[src/rtl/seq_pkg.sv]
package seq_pkg;

  // Physical region selected for a memory access
  typedef enum logic [1:0] {
    REG_RAM   = 2'b00,
    REG_LOROM = 2'b01,
    REG_HIROM = 2'b10
  } regionT;

  // Slot timing strobes from control to datapath
  typedef struct packed {
    logic cpuIssue;    // phase 0: drive CPU request
    logic cpuCapture;  // phase 1: register CPU read data
    logic vidIssue;    // phase 2 of a fetch T-state: drive video request
    logic vidCapture;  // phase 3 of a fetch T-state: register video word
  } seqStrobeT;

endpackage

[src/rtl/seq_ctrl.sv]
module seq_ctrl
  import seq_pkg::*;
#(
  parameter int TGRP_W = 2
) (
  input  logic      clk,
  input  logic      rstN,
  input  logic      m1N,
  input  logic      mreqN,
  input  logic      wrN,
  output logic      cpuClk,
  output logic      cpuClkEn,
  output logic      waitN,
  output seqStrobeT strb
);

  localparam int PHASE_W = 2;
  localparam int TGROUP  = 1 << TGRP_W;
  localparam logic [PHASE_W-1:0] PH_CPU_GO  = PHASE_W'(0);
  localparam logic [PHASE_W-1:0] PH_CPU_END = PHASE_W'(1);
  localparam logic [PHASE_W-1:0] PH_VID_GO  = PHASE_W'(2);
  localparam logic [PHASE_W-1:0] PH_VID_END = PHASE_W'(3);
  // The fetch leaves T2 at this count so that T3/T4 close the group
  localparam logic [TGRP_W-1:0] ALIGN_T    = TGRP_W'(TGROUP - 3);
  localparam logic [TGRP_W-1:0] ALIGN_NEXT = TGRP_W'(TGROUP - 2);
  localparam logic [TGRP_W-1:0] FETCH_T    = '0;

  logic [PHASE_W-1:0] phase;
  logic [TGRP_W-1:0]  tCnt;
  logic [1:0]         m1Idx;
  logic               seenM1;
  logic               wrWaitDone;
  logic               cpuWrAct;
  logic               m1Hold;
  logic               wrHold;

  assign cpuWrAct = !mreqN && !wrN;

  always_ff @(posedge clk) begin
    if (!rstN) phase <= PH_CPU_GO;
    else       phase <= phase + 1'b1;
  end

  assign cpuClk   = phase[PHASE_W-1];
  assign cpuClkEn = (phase == PH_CPU_END);

  always_ff @(posedge clk) begin
    if (!rstN) begin
      tCnt       <= '0;
      m1Idx      <= 2'd0;
      seenM1     <= 1'b0;
      wrWaitDone <= 1'b0;
    end else if (cpuClkEn) begin
      tCnt <= tCnt + 1'b1;
      if (m1N)                        m1Idx <= 2'd0;
      else if (waitN && m1Idx != 2'd3) m1Idx <= m1Idx + 2'd1;
      if (!m1N) seenM1 <= 1'b1;
      if (cpuWrAct) wrWaitDone <= wrWaitDone | !waitN;
      else          wrWaitDone <= 1'b0;
    end
  end

  always_comb begin
    m1Hold = !m1N && !mreqN && (m1Idx == 2'd1) && (tCnt != ALIGN_T);
    wrHold = seenM1 && cpuWrAct && !wrWaitDone;
    waitN  = !(m1Hold || wrHold);
  end

  always_comb begin
    strb.cpuIssue   = (phase == PH_CPU_GO);
    strb.cpuCapture = (phase == PH_CPU_END);
    strb.vidIssue   = (phase == PH_VID_GO)  && (tCnt == FETCH_T);
    strb.vidCapture = (phase == PH_VID_END) && (tCnt == FETCH_T);
  end


  en_single_chk: assert property (@(posedge clk) disable iff (!rstN)
    cpuClkEn |=> !cpuClkEn);


  clk_rise_chk: assert property (@(posedge clk) disable iff (!rstN)
    $rose(cpuClk) |-> $past(cpuClkEn));


  m1_align_chk: assert property (@(posedge clk) disable iff (!rstN)
    (m1Idx == 2'd2 && $past(m1Idx) == 2'd1) |-> tCnt == ALIGN_NEXT);


  wr_wait_chk: assert property (@(posedge clk) disable iff (!rstN)
    $rose(wrWaitDone) |-> $past(!waitN));


  no_early_wait_chk: assert property (@(posedge clk) disable iff (!rstN)
    !seenM1 |-> waitN);

endmodule

[src/rtl/seq_datapath.sv]
module seq_datapath
  import seq_pkg::*;
#(
  parameter int              ADDR_W   = 16,
  parameter int              DATA_W   = 8,
  parameter logic [ADDR_W-1:0] VID_BASE = 16'hC000
) (
  input  logic                clk,
  input  logic                rstN,
  input  seqStrobeT           strb,
  input  logic [ADDR_W-1:0]   cpuAddr,
  input  logic [DATA_W-1:0]   cpuDout,
  input  logic                mreqN,
  input  logic                iorqN,
  input  logic                rdN,
  input  logic                wrN,
  input  logic                loRomEn,
  input  logic                hiRomEn,
  input  logic [2*DATA_W-1:0] memRdata,
  output logic                memReq,
  output logic                memWe,
  output logic [1:0]          memRegion,
  output logic [ADDR_W-2:0]   memAddr,
  output logic [1:0]          memBe,
  output logic [2*DATA_W-1:0] memWdata,
  output logic [DATA_W-1:0]   cpuDin,
  output logic [2*DATA_W-1:0] vidData,
  output logic                vidValid
);

  localparam int WADDR_W = ADDR_W - 1;
  localparam logic [WADDR_W-1:0] VID_FIRST = VID_BASE[ADDR_W-1:1];
  localparam logic [WADDR_W-1:0] VID_LAST  = {WADDR_W{1'b1}};
  localparam logic [1:0] TOP_LOW  = 2'b00;
  localparam logic [1:0] TOP_HIGH = 2'b11;

  logic         cpuMemRd;
  logic         cpuMemWr;
  logic         ioRd;
  logic [1:0]   topBits;
  regionT       cpuRegion;
  logic [WADDR_W-1:0] vidPtr;

  assign cpuMemRd = !mreqN && !rdN;
  assign cpuMemWr = !mreqN && !wrN;
  assign ioRd     = !iorqN && !rdN;
  assign topBits  = cpuAddr[ADDR_W-1 -: 2];

  always_comb begin
    cpuRegion = REG_RAM;
    if (!cpuMemWr) begin
      if (topBits == TOP_LOW && loRomEn)       cpuRegion = REG_LOROM;
      else if (topBits == TOP_HIGH && hiRomEn) cpuRegion = REG_HIROM;
    end
  end

  always_comb begin
    memReq    = 1'b0;
    memWe     = 1'b0;
    memRegion = REG_RAM;
    memAddr   = '0;
    memBe     = 2'b00;
    memWdata  = '0;
    if (strb.cpuIssue && (cpuMemRd || cpuMemWr)) begin
      memReq    = 1'b1;
      memWe     = cpuMemWr;
      memRegion = cpuRegion;
      memAddr   = cpuAddr[ADDR_W-1:1];
      memBe     = cpuMemWr ? (cpuAddr[0] ? 2'b10 : 2'b01) : 2'b11;
      memWdata  = {cpuDout, cpuDout};
    end else if (strb.vidIssue) begin
      memReq    = 1'b1;
      memRegion = REG_RAM;
      memAddr   = vidPtr;
      memBe     = 2'b11;
    end
  end

  always_ff @(posedge clk) begin
    if (!rstN) begin
      cpuDin <= '0;
    end else if (strb.cpuCapture) begin
      if (cpuMemRd)  cpuDin <= cpuAddr[0] ? memRdata[2*DATA_W-1:DATA_W]
                                          : memRdata[DATA_W-1:0];
      else if (ioRd) cpuDin <= '0;
    end
  end

  always_ff @(posedge clk) begin
    if (!rstN) begin
      vidPtr   <= VID_FIRST;
      vidData  <= '0;
      vidValid <= 1'b0;
    end else begin
      vidValid <= strb.vidCapture;
      if (strb.vidCapture) begin
        vidData <= memRdata;
        vidPtr  <= (vidPtr == VID_LAST) ? VID_FIRST : vidPtr + 1'b1;
      end
    end
  end


  wr_ram_chk: assert property (@(posedge clk) disable iff (!rstN)
    memWe |-> memRegion == REG_RAM);


  io_quiet_chk: assert property (@(posedge clk) disable iff (!rstN)
    (!iorqN && mreqN) |-> (!memReq || strb.vidIssue));


  vid_window_chk: assert property (@(posedge clk) disable iff (!rstN)
    vidPtr >= VID_FIRST);


  vid_source_chk: assert property (@(posedge clk) disable iff (!rstN)
    vidValid |-> $past(memReq && memRegion == REG_RAM && memBe == 2'b11 && !memWe, 2));

endmodule

[src/rtl/cpu_video_arbiter.sv]
module cpu_video_arbiter
  import seq_pkg::*;
(
  input  logic        clk,
  input  logic        rstN,
  input  logic [15:0] cpuAddr,
  input  logic [7:0]  cpuDout,
  input  logic        m1N,
  input  logic        mreqN,
  input  logic        iorqN,
  input  logic        rdN,
  input  logic        wrN,
  input  logic        loRomEn,
  input  logic        hiRomEn,
  output logic [7:0]  cpuDin,
  output logic        waitN,
  output logic        cpuClk,
  output logic        cpuClkEn,
  output logic        memReq,
  output logic        memWe,
  output logic [1:0]  memRegion,
  output logic [14:0] memAddr,
  output logic [1:0]  memBe,
  output logic [15:0] memWdata,
  input  logic [15:0] memRdata,
  output logic [15:0] vidData,
  output logic        vidValid
);

  seqStrobeT strb;

  seq_ctrl #(.TGRP_W(2)) ctrl (
    .clk      (clk),
    .rstN     (rstN),
    .m1N      (m1N),
    .mreqN    (mreqN),
    .wrN      (wrN),
    .cpuClk   (cpuClk),
    .cpuClkEn (cpuClkEn),
    .waitN    (waitN),
    .strb     (strb)
  );

  seq_datapath #(.ADDR_W(16), .DATA_W(8), .VID_BASE(16'hC000)) dpath (
    .clk       (clk),
    .rstN      (rstN),
    .strb      (strb),
    .cpuAddr   (cpuAddr),
    .cpuDout   (cpuDout),
    .mreqN     (mreqN),
    .iorqN     (iorqN),
    .rdN       (rdN),
    .wrN       (wrN),
    .loRomEn   (loRomEn),
    .hiRomEn   (hiRomEn),
    .memRdata  (memRdata),
    .memReq    (memReq),
    .memWe     (memWe),
    .memRegion (memRegion),
    .memAddr   (memAddr),
    .memBe     (memBe),
    .memWdata  (memWdata),
    .cpuDin    (cpuDin),
    .vidData   (vidData),
    .vidValid  (vidValid)
  );

endmodule

[config.mk]
export PLATFORM = sky130hd
export DESIGN_NAME = cpu_video_arbiter
export DESIGN_NICKNAME = d
export VERILOG_FILES = /design/src/rtl/seq_pkg.sv /design/src/rtl/seq_ctrl.sv /design/src/rtl/seq_datapath.sv /design/src/rtl/cpu_video_arbiter.sv
export SDC_FILE = /design/constraint.sdc
export NUM_CORES = 1
export LEC_CHECK = 0
export BUFFER_PORTS_ARGS = -buffer_cell sky130_fd_sc_hd__buf_4
export CORE_MARGIN = 5
export CORE_UTILIZATION = 48
export DETAILED_ROUTE_END_ITERATION = 16
export PLACE_DENSITY = 0.82
export SYNTH_ARGS = -nofsm -noshare
export SYNTH_HDL_FRONTEND = slang
export SYNTH_HIERARCHICAL = 1
export SYNTH_SLANG_ARGS = --single-unit
[constraint.sdc]
create_clock -name clk -period 2 [get_ports clk]
set_input_delay 0.1 -clock clk [delete_from_list [all_inputs] [get_ports clk]]
set_output_delay 0.1 -clock clk [all_outputs]
set_load 0.01 [all_outputs]
==> metrics.md, run 1 <==
| Metric | Value |
|---|---|
| Crit Path Max Fanout | `4` |
| Highest Signal Layer | `met4` |
| Max-cap violations | `0` |
| Met3 wire len | `565 um` |
| Initial DRC Count | `56` |
| Post-Layout Cell Count | `471` |
| Yosys warns | `6` |
| Sequential power share | `50.2%` |
| Clock Tree Root | `clkbuf_8` |
| CP required | `1900 ps` |
| Switching power | `532 uW` |
| Global placement routability congestion | `0.849` |
| DR WL/cell | `13.6 um` |
| Final WL | `6380 um` |
| Post-detail-place hpwl | `5000 um` |
| CP endpoint kind | `primary output` |
| Placement Cell Area | `0.00348 mm2` |
| Clock Power Share | `28.0%` |
| DR vias | `2329` |
| Initial antenna violation count | `0` |
| Min Clock Period, post-route | `1900 ps` |
| Worst Skew | `9.47 ps` |
| First-pass GRT wire length | `11000 um` |
| FFs w/ async S/R, synth | `0%` |
| Share of cells above drive strength 1 | `36.3%` |
| P_int | `1470 uW` |
| Syn_nets | `354` |
| Layout area overhead | `35.8%` |
| Nets | `456` |
| Hold Fails Final Rpt | `0` |
| PortBufs | `113` |
| TritonCTS Buffers | `5` |
| Row count | `27` |
| Mapped Area | `0.00263 mm2` |
| Total GRT Usage | `18.6%` |
| Ports | `114` |
| Startpoint class of the critical path | `flop` |
| Max Slew Vio Count | `0` |
| Yosys cell types | `39` |
| Vias/cell | `4.94` |
| Total Power | `2000 uW` |
| Initial Utilization | `48.7%` |
| Clk slew on worst S/H paths | `80 ps` |
| Seq cells post-synth | `48` |
| Static leakage | `0.00153 uW` |
| Buffer depth of the longest clock path | `2` |
| Placed insts | `463` |
| Maximum vdd ir drop | `0.000443 V` |
| Critical setup path kind | `flop to primary output` |
| Max Clk Rate | `526 MHz` |
| Die extent in x | `84.0 um` |
| Post-CTS setup buffers | `0` |
| Remaining Overflow, GRT | `0` |
| Chip Height | `84.0 um` |
| Final Cycle Share | `95.0%` |
| Diode count | `0` |
| Register area share after synthesis | `36.5%` |
| EDFF count, synth | `0` |
| Setup-failing EPs final | `0` |
| Most frequent cells in the layout | `buf_4 (121), dfxtp_1 (48), nand2_1 (38), nor2b_1 (28), mux2i_1 (19)` |
| Rel. slew slack | `59.0%` |
| Cell Pwr Density | `559 mW/mm2` |
| Hold Path Class | `input pin to flop` |
| Switching share of power | `26.6%` |
| First-pass DRT Iterations | `4` |
| Worst-skew pair later-pin latency | `300 ps` |
| RSZ-0062 raised after global routing | `false` |
| Commonest non-fill, non-tap cell in the layout | `buf_4` |
| Fin area | `0.00357 mm2` |
| CTS sink count | `48` |
| Largest net degree at the start of global routing | `40` |
| Die area | `0.00706 mm2` |
| Met1 wire length | `2640 um` |
| Routed length on met2 | `3090 um` |
| Fin util | `66.1%` |
| Status | `complete, no violations` |
| Vias in the first global route | `2358` |
| CTS tree | `done` |
| Number of standard cells after synthesis | `296` |
| Htree depth | `2` |
| Core footprint | `0.00541 mm2` |
| Mapped Avg Cell Area | `8.89 um2` |
| Post-synth top flop | `dfxtp_1` |
| Logic pwr share | `21.8%` |
| Actual slew at the worst max-slew pin | `606 ps` |
| Antenna viol nets, final | `0` |
| Critical Path AT | `1800 ps` |
| DRC errors left | `0` |
| Setup_tns | `0 ps` |
==> final cells by class <==
| type | count | area, um2 |
|---|---|---|
| Multi-Input combinational cell | 214 | 1480 |
| Clock inverter | 1 | 8.76 |
| Sequential cell | 48 | 961 |
| Timing Repair Buffer | 122 | 928 |
| Tap cell | 72 | 90.1 |
| Inverter | 7 | 26.3 |
| Fill cell | 476 | 1830 |
| Clock buffer | 7 | 76.3 |
==> metal layers <==
layer / track usage [%] / vias up
li1: - / 1183
met1: 21.4 / 1051
met2: 31.3 / 87
met3: 6.81 / 8
met4: 6.73 / 0
met5: 0 / -
==> cells in the mapped netlist, types with 2 or more instances <==
| cell | instances | area share (%) |
|---|---|---|
| a21oi_1 | 3 | 0.57 |
| a22oi_1 | 8 | 2.3 |
| and2_1 | 15 | 3.6 |
| and3_1 | 3 | 0.71 |
| and4_1 | 4 | 1.3 |
| buf_2 | 6 | 1.1 |
| buf_4 | 10 | 2.9 |
| buf_6 | 3 | 1.3 |
| clkbuf_1 | 8 | 1.1 |
| dfxtp_1 | 48 | 37 |
| ha_1 | 9 | 4.3 |
| inv_1 | 7 | 1.0 |
| mux2_1 | 8 | 3.4 |
| mux2i_1 | 19 | 7.2 |
| nand2_1 | 38 | 5.4 |
| nand3_1 | 6 | 1.1 |
| nand4_1 | 3 | 0.71 |
| nor2_1 | 6 | 0.86 |
| nor2_2 | 10 | 2.4 |
| nor2b_1 | 28 | 6.7 |
| nor3_1 | 3 | 0.57 |
| nor4b_1 | 3 | 1.0 |
| o21ai_0 | 3 | 0.57 |
| o21ai_1 | 18 | 3.4 |
| or4b_1 | 2 | 0.76 |
| xnor2_1 | 5 | 1.7 |
| xor2_1 | 8 | 2.7 |
==> worst max-delay path, cell delays in order (launching register included) <==
cell	delay (ps)
dfxtp_1	350
inv_1	110
ha_1	160
nand2b_1	90
a21oi_2	210
o21ai_2	110
nor4b_1	310
buf_4	180
==> what timing repair did <==
action / in CTS / in global routing
endpoints found under the setup margin: 0 / 1
hold buffers: 0 / 0
gates resized for setup: 0 / 1
==> stage by stage <==
step	hold WS (ps)	setup WS (ps)
after floorplan	235	151
after global placement	360	341
after detailed placement	376	287
after CTS	59.4	67.9
after global routing	65.7	2.77
final	66.0	99.3
==> path summary, 6_finish.rpt <==
path	startpoint	end	slack, ps	cells after the start
max	ctrl/phase[1]	memRegion[0]	100	7
min	memRdata[6]	dpath/vidData[6]	70	3
max reg2reg	ctrl/phase[1]	dpath/vidPtr[0]	280	7
min reg2reg	ctrl/wrWaitDone	ctrl/wrWaitDone	460	2
==> cell families after synthesis <==
group                    after synthesis  share of synthesized area, %
AND/OR/NAND/NOR                      130                          28.7
flip-flops                            48                          36.5
AO/OA/AOI/OAI                         35                          8.08
buffers and inverters                 34                          7.42
multiplexers                          27                          10.7
XOR/XNOR                              13                          4.33
adder cells (fa/ha/maj)                9                          4.28
==> power by group through the flow <==
stage	combinational, uW	clock (uW)	sequential (uW)
after floorplan	221	0	1030
after global placement	432	0	1020
after detailed placement	439	0	1030
after CTS	440	579	1000
after global routing	480	623	1010
final	435	560	1000
==> state kept, by name, indices dropped and copies added, names as in the netlist, 2 cells and up <==
signal / count
ctrl/tCnt: 2
ctrl/phase: 2
ctrl/m1Idx: 2
dpath/vidData: 16
dpath/vidPtr: 15
dpath/cpuDin: 8
Power figures use the tool's default switching activity.
==> inputs of run 2 (changes only) <==
Settings changed: ABC_AREA set to 1, PLACE_DENSITY 0.82 to 0.81.
==> metrics.md, run 2 <==
| Metric | Value |
|---|---|
| Hold Path Class | `input pin to flop` |
| Fin util | `65.9% (-0.26 points)` |
| Layout area overhead | `32.8%` |
| Seq cells post-synth | `48 (unchanged)` |
| First-pass DRT Iterations | `4 (unchanged)` |
| Post-synth top area share | `35.0% (-1.5 points)` |
| FFs w/ async S/R, synth | `0% (unchanged)` |
| Post-detail-place hpwl | `5670 um (+13%)` |
| Largest net degree at the start of global routing | `28 (-30%)` |
| Final Cycle Share | `92.8% (-2.2 points)` |
| Setup-failing EPs final | `0 (unchanged)` |
| Final hold slack | `18.1 ps (-47.8 ps)` |
| Mapped Area | `0.00275 mm2 (+4.4%)` |
| Top reg by flops | `dpath/vidData` |
| Setup_tns | `0 ps (unchanged)` |
| Initial antenna violation count | `0 (unchanged)` |
| Max Slew Vio Count | `0 (unchanged)` |
| Yosys warns | `6 (unchanged)` |
| R2R Path Start | `ctrl/tCnt[0]` |
| Crit Path Max Fanout | `17 (+13)` |
| Startpoint class of the critical path | `flop` |
| PortBufs | `113 (unchanged)` |
| Vias/cell | `4.91 (-0.60%)` |
| Rel. slew slack | `66.3% (+7.3 points)` |
| Diode count | `0 (unchanged)` |
| Static leakage | `0.00181 uW (+18%)` |
| Placed insts | `568 (+23%)` |
| Buffer depth of the longest clock path | `2 (unchanged)` |
| Critical Path AT | `1760 ps (-40 ps)` |
| Most frequent cell after synthesis | `nand2_1` |
| Ports | `114 (unchanged)` |
| Max Clk Rate | `539 MHz (+2.4%)` |
| Worst-skew pair later-pin latency | `310 ps (about the same)` |
| Register area share after synthesis | `35.0% (-1.5 points)` |
| Max FFs per register | `16 (unchanged)` |
| Nets | `561 (+23%)` |
| Antenna viol nets, final | `0 (unchanged)` |
| Initial DRC Count | `124 (+120%)` |
| Share of cells above drive strength 1 | `32.1% (-4.2 points)` |
| Reg2Reg Capture Point | `dpath/vidPtr[3]` |
| Max-cap violations | `0 (unchanged)` |
| Cell chain of the critical path | `inv_1 -> ha_1 -> nand2_8 -> nand2_4 -> o21ai_0 -> buf_4` |
| Die area | `0.00733 mm2 (+3.8%)` |
| DR WL/cell | `12.5 um (-7.9%)` |
| CP max-delay cell | `dfxtp_1` |
| Remaining Overflow, GRT | `0 (unchanged)` |
| Clk slew on worst S/H paths | `100 ps (+20 ps)` |
| Maximum vdd ir drop | `0.000438 V (-1.0%)` |
| Htree depth | `2 (unchanged)` |
| Most frequent cells in the layout | `buf_4 (114), nand2_1 (69), inv_1 (66), nor2_1 (59), dfxtp_1 (48)` |
| Yosys cell types | `31 (-21%)` |
| Number of standard cells after synthesis | `403 (+36%)` |
| Syn_nets | `461 (+30%)` |
| Reg2Reg Depth | `11 (+4)` |
| Status | `complete, no violations` |
| EDFF count, synth | `0 (unchanged)` |
| Critical path origin | `ctrl/phase[1]` |
| TritonCTS Buffers | `5 (unchanged)` |
| Synth cell count leaders | `nand2_1 (69), inv_1 (66), nor2_1 (59)` |
| Post-CTS setup buffers | `0 (unchanged)` |
| Final WL | `7190 um (+13%)` |
| Clock Tree Root | `clkbuf_8` |
| Commonest non-fill, non-tap cell in the layout | `buf_4` |
| Hold Fails Final Rpt | `0 (unchanged)` |
| Cell Pwr Density | `576 mW/mm2 (+3.0%)` |
| Fillers | `489 (+2.7%)` |
| Leading area contributor after synthesis | `dfxtp_1` |
| Mapped Avg Cell Area | `6.81 um2 (-23%)` |
| Actual slew at the worst max-slew pin | `505 ps (-101 ps)` |
| Area contributors post-synth | `dfxtp_1 (35%), nand2_1 (9.4%), inv_1 (9.0%)` |
| Core footprint | `0.00554 mm2 (+2.5%)` |
| Biggest regs | `dpath/vidData: 16 flops, dpath/vidPtr: 15 flops, dpath/cpuDin: 8 flops` |
| DRC errors left | `0 (unchanged)` |
| Reg2reg setup slack | `160 ps (-120 ps)` |
| CP peak stage delay | `390 ps (+40 ps)` |
| DR vias | `2831 (+22%)` |
| CP required | `1900 ps (about the same)` |
| Global placement routability congestion | `0.888 (+4.6%)` |
| Min Clock Period, post-route | `1860 ps (-45.0 ps)` |
| Row count | `27 (unchanged)` |
| Vias in the first global route | `2841 (+20%)` |
| CTS sink count | `48 (unchanged)` |
| Worst Skew | `5.49 ps (-3.99 ps)` |
| CTS tree | `done` |
| CP endpoint kind | `primary output` |
| Total GRT Usage | `19.9% (+1.4 points)` |
| RSZ-0062 raised after global routing | `false` |
| CP endpoint | `memAddr[3]` |
| First-pass GRT wire length | `12100 um (+10%)` |
| Initial Utilization | `49.6% (+0.89 points)` |
| Critical setup path kind | `flop to primary output` |
| Post-Layout Cell Count | `576 (+22%)` |
| Post-synth top flop | `dfxtp_1` |
| Die extent in x | `85.6 um (+1.9%)` |
| Chip Height | `85.6 um (+1.9%)` |
run 2: cell types whose count changed after synthesis, sizes merged, moves of 19 or more:
cell   change
nor2      +52
a21oi     +21
inv       +63
nand2     +39
nor2b     -28
o21ai     +22
mux2i     -19
run 2: what timing repair did:
action / CTS / global route
hold buffers: 0 / 0
endpoints found under the setup margin: 0 / 1
gates resized for setup: 0 / 1
run 2: logic make-up (layout without fill, tap and decap cells):
family | Yosys count | after routing | synth area share, %
AOI/OAI and AO/OA | 70 | 70 | 14.8
xor gates and xnor gates | 2 | 2 | 0.638
adders and majority gates | 9 | 9 | 4.10
buffers and inverters | 91 | 192 | 14.9
DFF | 48 | 48 | 35.0
and+or+nand+nor | 183 | 183 | 30.6
run 2: layout make-up:
class                      count  area, um2  share of cell area (%)
multi-input combinational    264       1380                    37.7
inverter                      70        265                    7.27
tap                           72       90.1                    2.47
sequential                    48        961                    26.3
clock inverter                 2       17.5                   0.480
clock buffer                   6       82.6                    2.26
timing repair buffer         114        856                    23.5
run 2: worst min path at each step:
| stage | start | to | slack [ps] | cells past startpoint |
|---|---|---|---|---|
| CTS | memRdata[14] | dpath/vidData[14] | 10 | 3 |
| detailed placement | memRdata[8] | dpath/vidData[8] | 340 | 3 |
| global route | memRdata[14] | dpath/vidData[14] | 30 | 3 |
| finish | memRdata[14] | dpath/vidData[14] | 20 | 3 |
| floorplan | rstN | ctrl/phase[1] | 190 | 2 |
| global placement | memRdata[8] | dpath/vidData[8] | 340 | 3 |
run 2: report_power, final:
group	leakage (uW)	total, uW	internal, uW	switching (uW)
clock	0.0000522	633	290	343
combinational	0.00137	463	217	246
sequential	0.000389	1010	987	19.9
run 2: stage by stage:
| stage | setup slack (ps) | total power [uW] | instance area (um2) |
|---|---|---|---|
| finish | 144 | 2100 | 3650 |
| global route | 23.6 | 2210 | 3650 |
| CTS | 79.0 | 2130 | 3650 |
| detailed placement | 203 | 1500 | 3550 |
| global placement | 338 | 1490 | 3550 |
| floorplan | 537 | 1290 | 2750 |
run 2: critical path: cells and delay by family, from the launching register on:
family / cells / cell delay (ps)
flip-flops: 1 / 390
AND/OR/NAND/NOR: 2 / 340
adder cells (fa/ha/maj): 1 / 260
buffers and inverters: 2 / 230
AO/OA/AOI/OAI: 1 / 220
run 2: routing by layer:
layer  share of wire (%)  routed length, um  global-route usage [%]
met2                  49               3540                    35.8
met3                 8.4                606                    6.82
met1                  41               2950                    22.3
met4                 1.3                 90                    5.61
met5                   0                  0                       0
==> inputs of run 3 (changes only) <==
--- a/constraint.sdc
+++ b/constraint.sdc
@@ -3,2 +3,2 @@
 set_output_delay 0.1 -clock clk [all_outputs]
-set_load 0.01 [all_outputs]
+set_load 0.05 [all_outputs]
==> metrics.md, run 3 (synthesized netlist as in run 2, its figures left out) <==
| Metric | Value |
|---|---|
| P_int | `1700 uW (+14%)` |
| Hold Path Origin | `memRdata[15]` |
| Vias in the first global route | `2809 (-1.1%)` |
| First-pass DRT Iterations | `4 (unchanged)` |
| Sequential power share | `40.1% (-7.8 points)` |
| Crit Path Max Fanout | `17 (unchanged)` |
| DR WL/cell | `12.9 um (+3.4%)` |
| Chip Height | `85.6 um (unchanged)` |
| CP most frequent cell | `inv_1` |
| Clk slew on worst S/H paths | `90 ps (about the same)` |
| Placed insts | `568 (unchanged)` |
| Worst Skew | `3.41 ps (-2.08 ps)` |
| Htree depth | `2 (unchanged)` |
| First-pass GRT wire length | `12500 um (+2.8%)` |
| Max Slew Vio Count | `0 (unchanged)` |
| Layout area overhead | `34.6%` |
| Fin area | `0.00370 mm2 (+1.3%)` |
| Switching power | `811 uW (+33%)` |
| Buffer depth of the longest clock path | `2 (unchanged)` |
| Startpoint class of the critical path | `flop` |
| Worst-skew pair later-pin latency | `300 ps (about the same)` |
| Max FFs per register | `16 (unchanged)` |
| Vias/cell | `4.92 (+0.10%)` |
| Ports | `114 (unchanged)` |
| Hold Path Class | `input pin to flop` |
| Largest net degree at the start of global routing | `28 (unchanged)` |
| TritonCTS Buffers | `5 (unchanged)` |
| CP peak stage delay | `390 ps (about the same)` |
| Setup-failing EPs final | `0 (unchanged)` |
| DRC errors left | `0 (unchanged)` |
| Core footprint | `0.00554 mm2 (unchanged)` |
| Post-CTS setup buffers | `0 (unchanged)` |
| Most frequent cells in the layout | `buf_4 (114), nand2_1 (69), inv_1 (66), nor2_1 (59), dfxtp_1 (48)` |
| CP required | `1900 ps (about the same)` |
| Maximum vdd ir drop | `0.000455 V (+3.8%)` |
| Diode count | `0 (unchanged)` |
| Clock Tree Root | `clkbuf_8` |
| Initial Utilization | `49.6% (unchanged)` |
| Fillers | `522 (+6.7%)` |
| Row count | `27 (unchanged)` |
| Final WL | `7420 um (+3.2%)` |
| Worst setup margin | `160 ps (+15.6 ps)` |
| Commonest non-fill, non-tap cell in the layout | `buf_4` |
| Total GRT Usage | `20.5% (+0.53 points)` |
| Post-Layout Cell Count | `575 (-0.17%)` |
| CTS tree | `done` |
| Initial antenna violation count | `0 (unchanged)` |
| PortBufs | `113 (unchanged)` |
| Die extent in x | `85.6 um (unchanged)` |
| Initial DRC Count | `119 (-4.0%)` |
| Min Clock Period, post-route | `1840 ps (-15.6 ps)` |
| RSZ-0062 raised after global routing | `false` |
| Final Cycle Share | `92.0% (-0.78 points)` |
| Delay-heaviest family, CP | `buffers and inverters` |
| DR vias | `2829 (-0.071%)` |
| Hold Fails Final Rpt | `0 (unchanged)` |
| Rel. slew slack | `63.4% (-3.0 points)` |
| Antenna viol nets, final | `0 (unchanged)` |
| Status | `complete, no violations` |
| Placement Cell Area | `0.00356 mm2 (+0.32%)` |
| CP endpoint kind | `primary output` |
| Clock Power Share | `31.9% (+1.8 points)` |
| Top reg by flops | `dpath/vidData` |
| Share of cells above drive strength 1 | `32.6% (+0.46 points)` |
| Actual slew at the worst max-slew pin | `549 ps (+44.2 ps)` |
| Post-detail-place hpwl | `5860 um (+3.4%)` |
| R2R Path Start | `ctrl/tCnt[0]` |
| Pre-CTS setup slack | `236 ps (+33.0 ps)` |
| Static leakage | `0.00182 uW (+0.72%)` |
| Max-cap violations | `0 (unchanged)` |
| Die area | `0.00733 mm2 (unchanged)` |
| Logic pwr share | `28.0% (+6.0 points)` |
| Switching share of power | `32.2% (+3.3 points)` |
| Global placement routability congestion | `0.929 (+4.6%)` |
| Nets | `561 (unchanged)` |
| Critical setup path kind | `flop to primary output` |
| CTS sink count | `48 (unchanged)` |
| Cell Pwr Density | `680 mW/mm2 (+18%)` |
| Setup_tns | `0 ps (unchanged)` |
| Max Clk Rate | `543 MHz (+0.85%)` |
| Biggest regs | `dpath/vidData: 16 flops, dpath/vidPtr: 15 flops, dpath/cpuDin: 8 flops` |
| Final hold slack | `34.2 ps (+16.1 ps)` |
| Remaining Overflow, GRT | `0 (unchanged)` |
| Critical path origin | `ctrl/phase[1]` |
| Cell chain of the critical path | `inv_1 -> ha_1 -> nand2_8 -> inv_4 -> nor2_1 -> inv_1 -> buf_4` |
| Worst path bufs/invs | `4 (+2)` |
| Critical Path AT | `1740 ps (-20 ps)` |
| CP max-delay cell | `dfxtp_1` |
-- run 3: changes by cell type in the layout (fill, tap and decap cells not counted), moves of 2 or more --
cell	previous run	this run
inv_6	2	0
o21ai_0	32	30
o21ai_2	10	12
bufinv_16	0	2
-- run 3: area by class of cell --
class	instances	area, um2	share of cell area [%]
clock buffers	5	68.8	1.86
repair buffers	114	856	23.1
multi-input cells	264	1400	37.8
inverters	70	265	7.17
well taps	72	90.1	2.44
flip-flops and latches	48	961	26.0
clock inverters	2	60.1	1.62
-- run 3: repair_timing --
item / 4_1_cts / 5_1_grt
gates resized for setup: 0 / 1
hold buffers: 0 / 0
endpoints found under the setup margin: 0 / 1
-- run 3: final timing paths --
path,to,slack [ps],cells after the start
worst max register to register,dpath/vidPtr[0],190,11
worst min register to register,dpath/cpuDin[6],470,2
worst max-delay path,memReq,160,7
worst min-delay path,dpath/vidData[15],30,3
-- run 3: power groups by stage --
stage	registers [uW]	logic [uW]	clock network, uW
final	1010	705	802
after global routing	1010	754	863
after CTS	1010	708	818
after detailed placement	1030	706	0
after global placement	1030	697	0
after floorplan	1100	421	0
-- run 3: routing by layer --
layer	GRT usage [%]	part of all wire [%]	up-vias
met3	6.24	7.0	7
met4	4.17	0.92	0
met2	37.7	52	77
met5	0	0	-
met1	23.2	40	1297
li1	-	-	1448
-- run 3: metrics by stage --
stage          utilization [%]  power [uW]
2_1_floorplan                -        1520
3_3_place_gp              64.3        1720
3_5_place_dp              64.3        1730
4_1_cts                   66.6        2530
5_1_grt                   66.7        2630
6_report                  66.7        2520
-- run 3: worst register-to-register path, cell delays in order (launching register included) --
cell     delay, ps
dfxtp_1        320
inv_1           80
ha_1           170
nand2_1         60
inv_1          210
inv_2          180
nor2_2         200
nand2_1        100
nor2_2         150
nor2_2          80
inv_1          110
nor2_1          40
